**src/rtl/iso_stat_pkg.sv**
```systemverilog
package iso_stat_pkg;
  localparam int WORD_W   = 16;
  localparam int EMI_W    = 2;
  localparam int OE_W     = 1;
  localparam int ERR_N    = 8;
  localparam int N_STICKY = ERR_N + 3;

  localparam int POS_TX    = 15;
  localparam int POS_RX    = 14;
  localparam int POS_FULL  = 4;
  localparam int POS_EMPTY = 3;

  // Sticky index -> word bit: errors 0..7, then first packet, EMI change, odd/even change
  localparam int STICKY_POS [N_STICKY] = '{0, 1, 2, 5, 6, 7, 8, 10, 13, 12, 11};

  typedef struct packed {
    logic pktAccept;
    logic firstPkt;
    logic refClear;
    logic readClr;
  } ctlStrobe_t;
endpackage

```
**src/rtl/iso_stat_ctrl.sv**
```systemverilog
module iso_stat_ctrl
  import iso_stat_pkg::*;
(
  input  logic       clk,
  input  logic       rstN,
  input  logic       txStartCmd,
  input  logic       txEndCmd,
  input  logic       rxStartCmd,
  input  logic       rxEndCmd,
  input  logic       hdrValid,
  input  logic       regRead,
  output logic       txBusy,
  output logic       rxBusy,
  output ctlStrobe_t strb
);
  logic pendFirst;

  always_comb begin
    strb.pktAccept = hdrValid & rxBusy;
    strb.firstPkt  = hdrValid & rxBusy & pendFirst;
    strb.refClear  = rxStartCmd;
    strb.readClr   = regRead;
  end

  always_ff @(posedge clk) begin
    if (!rstN) begin
      txBusy    <= 1'b0;
      rxBusy    <= 1'b0;
      pendFirst <= 1'b0;
    end else begin
      if (txEndCmd)        txBusy <= 1'b0;
      else if (txStartCmd) txBusy <= 1'b1;
      if (rxEndCmd)        rxBusy <= 1'b0;
      else if (rxStartCmd) rxBusy <= 1'b1;
      if (rxStartCmd)          pendFirst <= 1'b1;
      else if (strb.pktAccept) pendFirst <= 1'b0;
    end
  end
endmodule

```
**src/rtl/iso_stat_dp.sv**
```systemverilog
module iso_stat_dp
  import iso_stat_pkg::*;
(
  input  logic              clk,
  input  logic              rstN,
  input  ctlStrobe_t        strb,
  input  logic [EMI_W-1:0]  hdrEmi,
  input  logic [OE_W-1:0]   hdrOddEven,
  input  logic [ERR_N-1:0]  errEvt,
  input  logic              fifoFull,
  input  logic              fifoEmpty,
  input  logic              txBusy,
  input  logic              rxBusy,
  output logic [WORD_W-1:0] statusWord
);
  logic                refValid;
  logic [EMI_W-1:0]    refEmi;
  logic [OE_W-1:0]     refOe;
  logic                emiDiff;
  logic                oeDiff;
  logic [N_STICKY-1:0] stickySet;
  logic [N_STICKY-1:0] stickyQ;

  assign emiDiff   = strb.pktAccept & refValid & (hdrEmi != refEmi);
  assign oeDiff    = strb.pktAccept & refValid & (hdrOddEven != refOe);
  assign stickySet = {oeDiff, emiDiff, strb.firstPkt, errEvt};

  always_ff @(posedge clk) begin
    if (!rstN) begin
      refValid <= 1'b0;
      refEmi   <= '0;
      refOe    <= '0;
    end else begin
      if (strb.pktAccept) begin
        refEmi <= hdrEmi;
        refOe  <= hdrOddEven;
      end
      if (strb.refClear)       refValid <= 1'b0;
      else if (strb.pktAccept) refValid <= 1'b1;
    end
  end

  generate
    for (genvar g = 0; g < N_STICKY; g++) begin : gSticky
      always_ff @(posedge clk) begin
        if (!rstN)             stickyQ[g] <= 1'b0;
        else if (stickySet[g]) stickyQ[g] <= 1'b1;
        else if (strb.readClr) stickyQ[g] <= 1'b0;
      end
    end
  endgenerate

  always_comb begin
    statusWord            = '0;
    statusWord[POS_TX]    = txBusy;
    statusWord[POS_RX]    = rxBusy;
    statusWord[POS_FULL]  = fifoFull;
    statusWord[POS_EMPTY] = fifoEmpty;
    for (int i = 0; i < N_STICKY; i++) statusWord[STICKY_POS[i]] = stickyQ[i];
  end
endmodule

```
**src/rtl/iso_chan_status.sv**
```systemverilog
module iso_chan_status
  import iso_stat_pkg::*;
(
  input  logic              clk,
  input  logic              rstN,
  input  logic              txStartCmd,
  input  logic              txEndCmd,
  input  logic              rxStartCmd,
  input  logic              rxEndCmd,
  input  logic              hdrValid,
  input  logic [EMI_W-1:0]  hdrEmi,
  input  logic [OE_W-1:0]   hdrOddEven,
  input  logic [ERR_N-1:0]  errEvt,
  input  logic              fifoFull,
  input  logic              fifoEmpty,
  input  logic              regRead,
  output logic [WORD_W-1:0] statusWord
);
  ctlStrobe_t strb;
  logic       txBusy;
  logic       rxBusy;

  iso_stat_ctrl uCtrl (
    .clk(clk), .rstN(rstN),
    .txStartCmd(txStartCmd), .txEndCmd(txEndCmd),
    .rxStartCmd(rxStartCmd), .rxEndCmd(rxEndCmd),
    .hdrValid(hdrValid), .regRead(regRead),
    .txBusy(txBusy), .rxBusy(rxBusy), .strb(strb)
  );

  iso_stat_dp uDp (
    .clk(clk), .rstN(rstN), .strb(strb),
    .hdrEmi(hdrEmi), .hdrOddEven(hdrOddEven), .errEvt(errEvt),
    .fifoFull(fifoFull), .fifoEmpty(fifoEmpty),
    .txBusy(txBusy), .rxBusy(rxBusy), .statusWord(statusWord)
  );
endmodule

```
**config.mk**
```make
export PLATFORM = sky130hd
export DESIGN_NAME = iso_chan_status
export DESIGN_NICKNAME = d
export VERILOG_FILES = /design/src/rtl/iso_stat_pkg.sv /design/src/rtl/iso_stat_ctrl.sv /design/src/rtl/iso_stat_dp.sv /design/src/rtl/iso_chan_status.sv
export SDC_FILE = /design/constraint.sdc
export NUM_CORES = 1
export LEC_CHECK = 0
export ABC_AREA = 1
export BUFFER_PORTS_ARGS = -buffer_cell sky130_fd_sc_hd__buf_2
export CAP_MARGIN = 20
export CORE_MARGIN = 2
export CORE_UTILIZATION = 45
export CTS_CLUSTER_DIAMETER = 60
export CTS_CLUSTER_SIZE = 10
export DETAILED_ROUTE_END_ITERATION = 8
export GPL_ROUTABILITY_DRIVEN = 0
export PLACE_DENSITY = 0.92
export SETUP_SLACK_MARGIN = 0.1
export SYNTH_ARGS = -nofsm -noshare
export SYNTH_HDL_FRONTEND = slang
export SYNTH_SLANG_ARGS = --single-unit
```
**constraint.sdc**
```tcl
create_clock -name clk -period 2.3 [get_ports clk]
set_clock_uncertainty 0.15 [all_clocks]
set_input_delay 0.23 -clock clk [delete_from_list [all_inputs] [get_ports clk]]
set_output_delay 0.23 -clock clk [all_outputs]
set_load 0.05 [all_outputs]
```
Word level (Yosys, flattened, before mapping)
Index checks and enable logic that the tools add are counted.
Storage, ports and cells
  bits in latches: 0
  memory bits (writable): 0
  ROM bits: 0
  input port bits: 21
  memories: 0
  register bits: 18
  logic and storage cells: 54
  output and inout bits: 16
Operators by class
  reduce and logical (&&, ||, !) cells: 15
  eq/ne operators: 2
  $mul: 0
  add/sub/neg operators: 0
  div/mod/pow operators: 0
  order comparisons: 0
  multiplexer cells: 14
  bitwise logic cells: 6
  shift operators: 0
Operator list (number)
  2-bit nonzero test: 12
  1-bit 2-to-1 mux: 14
  2-bit OR reduction: 3
  1-bit bitwise AND: 5
  2-bit != test: 1
  1-bit != test: 1
  1-bit NOT: 1

Longest topological paths before layout
Gate-level depths: netlist (run 1).
  word-level depth: 4
  depth in mapped cells: 6
  mapped depth without buffers: 6

Modules after synthesis
From an unflattened synthesis (run 1), not the netlist that was laid out.
Second synthesis, totals
  cells, all modules: 89
  area total of the unflattened synthesis: 696.9 µm²
By module, submodules not included
  iso_stat_dp: times used 1, cells each 72, area each 570.5 µm², sequential area each 300.3 µm²
  iso_stat_ctrl: times used 1, cells each 17, area each 126.4 µm², sequential area each 60.1 µm²

Least setup slack after synthesis (run 1)
Ideal clock, no wire load.
  path type: flip-flop to flip-flop
  from: register uDp.statusWord[11] (netlist name)
  to: register uDp.stickyQ[10], in the netlist uDp.statusWord[11]
  arrival: 831 ps
  clock period less this slack: 1050 ps
  setup time: 70 ps
  buffers on the path: 0
  setup slack: 1250 ps
  cell stages (with the launch flop): 3
  data required time: 2080 ps
  cell sequence: dfxtp_1 -> nand2_1 -> a21oi_1
RTL lines
  to (signal, indexed assignment): RTL line iso_stat_dp.sv:46  | if (!rstN) stickyQ[g] <= 1'b0;
  to (signal, indexed assignment): RTL line iso_stat_dp.sv:47  | else if (stickySet[g]) stickyQ[g] <= 1'b1;
  to (signal, indexed assignment): RTL line iso_stat_dp.sv:48  | else if (strb.readClr) stickyQ[g] <= 1'b0;
  to (decl): RTL line iso_stat_dp.sv:22  | logic [N_STICKY-1:0] stickyQ;

Worst setup path in the final report (run 1)
  from: register uCtrl.rxBusy
  to: output statusWord[14]
RTL lines
  from (decl): RTL line iso_stat_ctrl.sv:13  | output logic rxBusy,
  from (signal assigned): RTL line iso_stat_ctrl.sv:28  | rxBusy <= 1'b0;
  from (signal assigned): RTL line iso_stat_ctrl.sv:33  | if (rxEndCmd) rxBusy <= 1'b0;
  from (signal assigned): RTL line iso_stat_ctrl.sv:34  | else if (rxStartCmd) rxBusy <= 1'b1;
  to (decl): RTL line iso_chan_status.sv:17  | output logic [WORD_W-1:0] statusWord
No word-level cell between the ends.

==> results of run 1 <==
==> cells by family after synthesis <==
| logic type | after synthesis | synth area share (%) |
|---|---|---|
| other | 1 | 0.5499 |
| xor gates and xnor gates | 1 | 1.285 |
| AOI/OAI and AO/OA | 18 | 13.58 |
| and+or+nand+nor | 30 | 19.08 |
| buffers and inverters | 15 | 12.66 |
| DFF | 18 | 52.84 |
==> layer usage <==
layer / vias to the layer above / global-route usage (%) / part of all wire (%)
li1: 321 / - / -
met4: 0 / 11.25 / 3.0
met3: 4 / 5.532 / 10
met5: - / 0 / 0
met2: 32 / 27.27 / 42
met1: 261 / 18.42 / 45
==> metrics by stage <==
| stage | instances | setup WS, ps | hold WS [ps] |
|---|---|---|---|
| 5_1_grt | 131 | 910.9 | 1.233 |
| 3_3_place_gp | 123 | 1251 | 244.5 |
| 6_report | 131 | 940.1 | 1.674 |
| 2_1_floorplan | 83 | 1250 | 156.8 |
| 4_1_cts | 131 | 942.2 | 0.8664 |
| 3_5_place_dp | 123 | 1223 | 245.4 |
==> Yosys cell counts (all sizes together) <==
| master | count |
|---|---|
| nand2 | 14 |
| buf | 6 |
| a211oi | 1 |
| o21ai | 3 |
| a21oi | 14 |
| dfxtp | 18 |
| conb | 1 |
| inv | 8 |
| nor3 | 2 |
| clkbuf | 1 |
| nor2 | 14 |
| xor2 | 1 |
==> sequential cells by signal, indices dropped and copies added (netlist names) <==
register         flops
uDp.refOe            1
uDp.refEmi           2
uCtrl.rxBusy         1
uCtrl.txBusy         1
uCtrl.pendFirst      1
uDp.statusWord      11
uDp.refValid         1
==> path summary, 6_finish.rpt <==
path / endpoint / depth (start not counted) / startpoint / slack, ps
min reg2reg: uDp.refEmi[0] / 2 / uDp.refEmi[0] / 330
max reg2reg: uDp.refEmi[1] / 3 / uCtrl.rxBusy / 1300
min: uDp.statusWord[1] / 3 / errEvt[1] / 2
max: statusWord[14] / 1 / uCtrl.rxBusy / 940
==> area by class of cell <==
cell class	count	area [um2]
Fill cell	142	580.6
Inverter	8	30.03
Timing Repair Buffer	36	205.2
Tap cell	16	20.02
Clock buffer	3	22.52
Sequential cell	18	360.3
Multi-Input combinational cell	50	235.2
==> power breakdown <==
group          internal, mW  switching (mW)
logic                0.0348          0.0731
registers             0.326         0.00712
clock network        0.0609          0.0871
total                 0.422           0.167
==> impl_metrics.py, run 1 <==
metrics = {
    "outcome": {
        "outcome": "complete, no violations",
    },
    "floorplanning": {
        "die_area_um2": 1843,
        "die_x_um": 42.93,
        "fp.dieH_um": 42.93,
        "core_um2": 1454,
        "std_cell_rows": 14,
        "initial_utilization_pct": 46.90,
        "ios": 37,
    },
    "timing": {
        "finalCritPeriodShare_pct": 59.13,
        "hold_violations": 0,
        "fin_tns_setup_ps": 0,
        "drv_slew": 0,
        "finalSetupViolCount": 0,
        "final.min_clock_period_ps": 1360,
        "fmax_mhz": 735.3,
        "grt_setup_unrepaired": "no",
    },
    "critical_path": {
        "critPathBufInv": 1,
        "crit_family": "flip-flops",
        "cpPeakStageDelay_ps": 400,
        "cp.arrival_ps": 980,
        "cp-start-kind": "flip-flop",
        "crit_type": "flip-flop to output pin",
        "crit_path_end_kind": "output pin",
        "crit_chain": "buf_2",
        "required_ps": 1920,
        "path_max_fanout": 3,
        "slowest_stage": "dfxtp_1",
    },
    "synthesis": {
        "synth_fp_nets": 104,
        "synth.largest_area_cell": "dfxtp_1",
        "synth_top_area_share_pct": 52.84,
        "ys_seq_area_share_pct": 52.84,
        "syn_inst": 83,
        "ys_types": 15,
        "synth_area_um2": 681.9,
        "syn_area_per_cell_um2": 8.216,
        "synth_area_leaders": "dfxtp_1 (53%), a21oi_1 (10%), nand2_1 (7.2%)",
        "ys_warn_count": 0,
        "ys_ff_latch": 18,
    },
    "grt": {
        "grt.total_usage_pct": 16.83,
        "grt_max_degree": 16,
        "grt_pass1_wl_um": 2277,
        "overflow": 0,
        "grt_pass1_vias": 584,
        "antenna_found_initial": 0,
    },
    "detailed_routing": {
        "drc": 0,
        "num_vias": 618,
        "drt_pre_antenna_iters": 4,
        "via_per_inst": 4.718,
        "wirelength_um": 1341,
        "wl_per_cell_um": 10.24,
        "ant_nets": 0,
        "drtIter0Drc": 4,
    },
    "pwr": {
        "p_leak_nw": 0.4416,
        "power_uw": 589.3,
        "power_density_nw_per_um2": 674.8,
        "vdd_drop_max_mv": 0.4566,
    },
    "clock_tree": {
        "cts.sinks": 18,
        "cts_made_buffers": 3,
        "clk_pin_slew_ps": 100,
        "post_cts_buffers": 0,
        "cts_max_path_buffers": 2,
        "tritoncts": "built",
        "ctsHoldBuffers": 5,
        "clk_root_buffer_cell": "clkbuf_4",
        "htreeDepth": 1,
        "clk_latency_ps": 290,
        "cts_resized": 0,
    },
    "cells_and_area": {
        "final_area_um2": 873.3,
        "final_common_cell": "buf_2",
        "diodes": 0,
        "drive_gt1_share_pct": 31.30,
        "finalNetCount": 138,
        "finish.utilization_pct": 60.07,
        "final_cell_mix": "buf_2 (31), dfxtp_1 (18), a21oi_1 (14), nor2_1 (13), nand2_1 (13)",
        "area_growth_pct": 28.07,
    },
    "hold_path": {
        "hp-class": "input pin to flip-flop",
    },
    "job": {
        "cap_violations": 0,
    },
    "place": {
        "io_buffers": 31,
        "dpl_cell_area_um2": 800.8,
        "hpwl_um": 975.6,
    },
}
No activity file was read; power rests on OpenSTA's default activity.
==> run 2, diff against run 1 <==
--- a/config.mk
+++ b/config.mk
@@ -5,16 +5,16 @@
 export SDC_FILE = /design/constraint.sdc
 export NUM_CORES = 1
 export LEC_CHECK = 0
-export ABC_AREA = 1
+export ABC_AREA = 0
 export BUFFER_PORTS_ARGS = -buffer_cell sky130_fd_sc_hd__buf_2
 export CAP_MARGIN = 20
 export CORE_MARGIN = 2
-export CORE_UTILIZATION = 45
+export CORE_UTILIZATION = 38
 export CTS_CLUSTER_DIAMETER = 60
 export CTS_CLUSTER_SIZE = 10
 export DETAILED_ROUTE_END_ITERATION = 8
 export GPL_ROUTABILITY_DRIVEN = 0
-export PLACE_DENSITY = 0.92
+export PLACE_DENSITY = 0.83
 export SETUP_SLACK_MARGIN = 0.1
 export SYNTH_ARGS = -nofsm -noshare
 export SYNTH_HDL_FRONTEND = slang
==> constraint.sdc (replaced) <==
create_clock -name clk -period 1.2 [get_ports clk]
set_clock_uncertainty 0.15 [all_clocks]
set_input_delay 0.12 -clock clk [delete_from_list [all_inputs] [get_ports clk]]
set_output_delay 0.12 -clock clk [all_outputs]
set_load 0.05 [all_outputs]
==> run 2 against run 1 <==
- die area rose by 23%
- setup slack got worse by 820 ps
- synthesized cell count is 9.6% lower
- critical endpoint unchanged
- highest routed layer unchanged
- sequential share of layout area shrank 7.9 points
- core utilization is 4.5 points higher
- global-route usage fell by 0.24 points
- register-to-register slack got worse by 1200 ps
- cell count increased by 7.6%
- critical path type unchanged
==> impl_metrics.py, run 2 <==
metrics = {
    "hold_path": {
        "hp-start": "hdrValid",
        "hp-class": "input pin to flip-flop",
    },
    "timing": {
        "setup_ws_ps": 120.0,
        "hold_slack_ps": 38.68,
        "fin_tns_setup_ps": 0,
        "hold_violations": 0,
        "grt_setup_unrepaired": "yes",
        "finalSetupViolCount": 0,
        "drv_slew": 0,
        "fmax_mhz": 925.9,
        "final.min_clock_period_ps": 1080,
        "finalCritPeriodShare_pct": 90.00,
    },
    "cells_and_area": {
        "finalNetCount": 139,
        "multi_input_area_um2": 279.0,
        "final_common_cell": "buf_2",
        "diodes": 0,
        "drive_gt1_share_pct": 44.83,
        "num-fill-cells": 155,
        "final_area_um2": 1139,
        "largest_reg_flops": 11,
        "seqCellArea_um2": 380.4,
        "fin_cells": 141,
        "area_growth_pct": 57.99,
        "final_cell_mix": "buf_2 (18), dlygate4sd3_1 (15), dfxtp_2 (13), a21oi_1 (11), buf_6 (11)",
    },
    "critical_path": {
        "cp-start-kind": "flip-flop",
        "crit_chain": "buf_6",
        "crit_family": "flip-flops",
        "r2r_cells": 4,
        "cp.arrival_ps": 810,
        "critPathBufInv": 1,
        "r2r-start": "uCtrl.rxBusy",
        "r2r-end": "uDp.statusWord[12]",
        "crit_end": "statusWord[14]",
        "crit_path_end_kind": "output pin",
        "crit_type": "flip-flop to output pin",
        "path_max_fanout": 2,
        "cpPeakStageDelay_ps": 370,
        "cp.depth": 1,
        "required_ps": 930,
        "ff2ff_setup_slack_ps": 140,
        "crit_start": "uCtrl.rxBusy",
        "slowest_stage": "dfxtp_4",
    },
    "synthesis": {
        "syn_inst": 75,
        "synth_top_area_share_pct": 50.00,
        "synth_most_common_cell": "dfxtp_1",
        "ys_types": 20,
        "syn_area_per_cell_um2": 9.609,
        "synthFlopType": "dfxtp_1",
        "synth.largest_area_cell": "dfxtp_1",
        "synth_fp_nets": 96,
        "ys_warn_count": 0,
        "synth_area_leaders": "dfxtp_1 (50%), nor2b_1 (8.7%), a21oi_1 (7.6%)",
        "ys_seq_area_share_pct": 50.00,
        "ys_async_sr_fraction_pct": 0,
        "ys_ff_latch": 18,
        "synth_edf_count": 0,
        "synthTopCellsByCount": "dfxtp_1 (18), a21oi_1 (11), nor2b_1 (10), buf_4 (6), nand2_1 (4)",
        "synth_area_um2": 720.7,
    },
    "floorplanning": {
        "fp.dieH_um": 47.55,
        "initial_utilization_pct": 40.85,
        "core_um2": 1764,
        "std_cell_rows": 15,
        "die_area_um2": 2261,
        "die_x_um": 47.55,
        "ios": 37,
    },
    "place": {
        "dpl_cell_area_um2": 829.5,
        "place_inst": 121,
        "io_buffers": 31,
        "dp_slack_ps": 97.54,
        "hpwl_um": 944.4,
    },
    "clock_tree": {
        "clk_pin_slew_ps": 90,
        "cts_made_buffers": 3,
        "tritoncts": "built",
        "clk_latency_ps": 280,
        "clk_root_buffer_cell": "clkbuf_4",
        "cts_max_path_buffers": 2,
        "cts.sinks": 18,
        "htreeDepth": 1,
    },
    "grt": {
        "overflow": 0,
        "grt_pass1_vias": 621,
        "grt.total_usage_pct": 16.59,
        "antenna_found_initial": 0,
        "grt_pass1_wl_um": 2580,
        "grt_max_degree": 20,
    },
    "detailed_routing": {
        "wl_per_cell_um": 11.76,
        "ant_nets": 0,
        "num_vias": 660,
        "wirelength_um": 1658,
        "via_per_inst": 4.681,
        "drtIter0Drc": 9,
        "drc": 0,
        "drt_pre_antenna_iters": 4,
    },
    "job": {
        "cap_violations": 0,
    },
    "outcome": {
        "outcome": "complete, no violations",
    },
    "pwr": {
        "p_leak_nw": 0.4866,
        "vdd_drop_max_mv": 0.7327,
        "power_density_nw_per_um2": 1063,
    },
}
-- run 2: cell count changes after synthesis, moves of 3 or more --
cell | before | now
nor2_1 | 13 | 2
nand2_1 | 13 | 4
o21ai_0 | 3 | 0
nor3b_1 | 0 | 3
a21boi_0 | 0 | 3
nor2b_1 | 0 | 10
inv_1 | 8 | 1
nand3_1 | 0 | 3
a21oi_1 | 14 | 11
-- run 2: layer usage --
| layer | track usage, % | part of all wire (%) |
|---|---|---|
| met5 | 0 | 0 |
| met4 | 8.108 | 0.72 |
| met3 | 4.528 | 8.2 |
| met2 | 28.38 | 49 |
| met1 | 19.07 | 42 |
-- run 2: logic make-up (layout without fill, tap and decap cells) --
family | count (synthesis) | count (layout) | synth area share [%]
other | 1 | 1 | 0.5203
buffers and inverters | 11 | 52 | 11.28
AOI/OAI and AO/OA | 17 | 17 | 14.24
and+or+nand+nor | 25 | 25 | 20.31
DFF | 18 | 18 | 50.00
xor gates and xnor gates | 3 | 3 | 3.646
-- run 2: worst min path at each step --
stage                          to  cells past startpoint
floorplan            uCtrl.rxBusy                      1
global placement    statusWord[3]                      0
detailed placement  statusWord[3]                      0
CTS                 uDp.refEmi[0]                      3
global route        uDp.refEmi[1]                      3
finish              uDp.refEmi[0]                      3
-- run 2: report_power, final --
part	leakage, nW	switching (mW)	internal, mW	total [mW]
Sequential	0.153	0.0205	0.627	0.647
Clock	0.0138	0.171	0.116	0.288
Combinational	0.320	0.145	0.130	0.275
Total	0.487	0.337	0.874	1.21
-- run 2: timing repair --
item	CTS	global route
hold buffers	15	0
hold endpoints to repair	15	0
setup buffers	0	2
endpoints found under the setup margin	14	14
resized for setup	25	18
pin swaps	0	2
-- run 2: through the flow --
stage                     power [mW]  utilization [%]
after CTS                      1.186            60.99
after detailed placement      0.8463            47.02
after global routing           1.265            64.54
after global placement        0.8431            47.02
after floorplan               0.8212                -
final                          1.210            64.54
-- run 2: final cells by class --
type,instances,share of cell area (%)
Timing Repair Buffer,48,37.03
Sequential cell,18,33.41
Multi-Input combinational cell,46,24.51
Tap cell,25,2.747
Clock buffer,3,1.978
Inverter,1,0.3297
==> run 3, diff against run 2 <==
--- a/config.mk
+++ b/config.mk
@@ -6,7 +6,7 @@
 export NUM_CORES = 1
 export LEC_CHECK = 0
 export ABC_AREA = 0
-export BUFFER_PORTS_ARGS = -buffer_cell sky130_fd_sc_hd__buf_2
+export BUFFER_PORTS_ARGS = -buffer_cell sky130_fd_sc_hd__clkbuf_2
 export CAP_MARGIN = 20
 export CORE_MARGIN = 2
 export CORE_UTILIZATION = 38
==> constraint.sdc (replaced) <==
create_clock -name clk -period 1.2 [get_ports clk]
set_clock_uncertainty 0.15 [all_clocks]
set_input_delay 0.06 -clock clk [delete_from_list [all_inputs] [get_ports clk]]
set_output_delay 0.06 -clock clk [all_outputs]
set_load 0.05 [all_outputs]
==> run 3 against run 2 <==
- total power increased by 8.6%
- setup slack improved by 9.0 ps
- sequential cell count unchanged
- combinational power increased by 8.7%
- maximum frequency increased by 0.84%
- design area increased by 3.6%
- cell count increased by 3.5%
- wire length increased by 6.3%
- clock power increased by 29%
- highest routed layer unchanged
- via count increased by 4.5%
==> impl_metrics.py, run 3 (same netlist as run 2, synthesis figures left out) <==
metrics = {
    "pwr": {
        "p_leak_nw": 0.5281,
        "power_mw": 1.314,
        "vdd_drop_max_mv": 0.7866,
        "power_density_nw_per_um2": 1113,
    },
    "critical_path": {
        "path_max_fanout": 8,
        "crit_path_end_kind": "flip-flop",
        "required_ps": 1250,
        "cp-start-kind": "input pin",
        "crit_type": "input pin to flip-flop",
        "cp.arrival_ps": 1120,
    },
    "floorplanning": {
        "fp.dieH_um": 47.55,
        "die_area_um2": 2261,
        "std_cell_rows": 15,
        "initial_utilization_pct": 40.85,
        "core_um2": 1764,
        "ios": 37,
        "die_x_um": 47.55,
    },
    "clock_tree": {
        "tritoncts": "built",
        "clk_pin_slew_ps": 100,
        "clk_root_buffer_cell": "clkbuf_4",
        "cts_max_path_buffers": 2,
        "cts.sinks": 18,
        "cts_made_buffers": 3,
        "htreeDepth": 1,
        "clk_latency_ps": 290,
    },
    "detailed_routing": {
        "drc": 0,
        "drtIter0Drc": 8,
        "wirelength_um": 1762,
        "wl_per_cell_um": 12.07,
        "via_per_inst": 4.726,
        "ant_nets": 0,
        "num_vias": 690,
        "drt_pre_antenna_iters": 4,
    },
    "cells_and_area": {
        "finish.utilization_pct": 66.88,
        "num-fill-cells": 149,
        "largest_reg_flops": 11,
        "seqCellArea_um2": 369.1,
        "finalNetCount": 143,
        "area_growth_pct": 63.72,
        "final_cell_mix": "dlygate4sd3_1 (17), clkbuf_2 (17), dfxtp_1 (13), a21oi_1 (11), nor2b_1 (10)",
        "diodes": 0,
        "multi_input_area_um2": 279.0,
        "final_area_um2": 1180,
        "drive_gt1_share_pct": 36.36,
    },
    "hold_path": {
        "hp-class": "input pin to flip-flop",
    },
    "grt": {
        "grt_max_degree": 15,
        "grt_pass1_vias": 648,
        "grt.total_usage_pct": 18.01,
        "overflow": 0,
        "antenna_found_initial": 0,
        "grt_pass1_wl_um": 2766,
    },
    "place": {
        "dpl_cell_area_um2": 837.1,
        "io_buffers": 31,
        "dp_slack_ps": 102.7,
    },
    "timing": {
        "setup_ws_ps": 129.1,
        "fmax_mhz": 933.8,
        "fin_tns_setup_ps": 0,
        "finalCritPeriodShare_pct": 89.25,
        "hold_violations": 0,
        "finalSetupViolCount": 0,
        "grt_setup_unrepaired": "yes",
        "drv_slew": 0,
        "final.min_clock_period_ps": 1071,
    },
    "job": {
        "cap_violations": 0,
    },
    "outcome": {
        "outcome": "complete, no violations",
    },
}
run 3: cell count changes in the layout (fill, tap and decap cells not counted), sizes merged:
cell / change
clkbuf: +26
buf: -25
dlygate4sd3: +2
dlymetal6s4s: +2
run 3: worst max-delay path, stage by stage:
cell	delay, ps
dlygate4sd3_1	530
clkbuf_4	180
nand4_1	100
a21oi_1	40
a31o_2	210
run 3: layer usage:
metal	routed length (um)	vias up	GRT usage (%)
met5	0	-	0
met4	23	0	11.35
met3	115	4	3.019
met2	891	33	30.54
met1	732	318	20.97
li1	-	335	-
run 3: path summary, 6_finish.rpt:
check / to / depth (start not counted) / slack, ps / startpoint
hold / removal: uDp.statusWord[12] / 4 / 20 / hdrEmi[0]
setup reg to reg: uDp.statusWord[12] / 4 / 150 / uCtrl.rxBusy
setup / recovery: uDp.statusWord[12] / 5 / 130 / hdrValid
hold reg to reg: uDp.statusWord[11] / 2 / 340 / uDp.statusWord[11]
run 3: final cells by class:
cell class | count | area share, %
clock buffer | 4 | 3.075
inverter | 1 | 0.3181
multi-input combinational | 46 | 23.65
sequential | 18 | 31.28
tap | 25 | 2.651
timing repair buffer | 52 | 39.02
run 3: timing repair:
| action | in CTS | in global routing |
|---|---|---|
| setup buffers | 0 | 1 |
| pin swaps | 0 | 1 |
| setup endpoints to repair | 14 | 16 |
| hold buffers | 19 | 0 |
| resized for setup | 22 | 15 |
| hold endpoints to repair | 19 | 0 |
run 3: per-stage QoR:
step	hold WS [ps]	std cells
final	24.00	146
after global routing	37.63	146
after CTS	12.40	145
after detailed placement	-29.41	122
after global placement	-29.41	122
after floorplan	-13.85	75
run 3: report_power, final:
part           leakage [nW]  switching [mW]  internal [mW]
clock                0.0210           0.187          0.185
combinational         0.357           0.162          0.136
sequential            0.150          0.0185          0.625
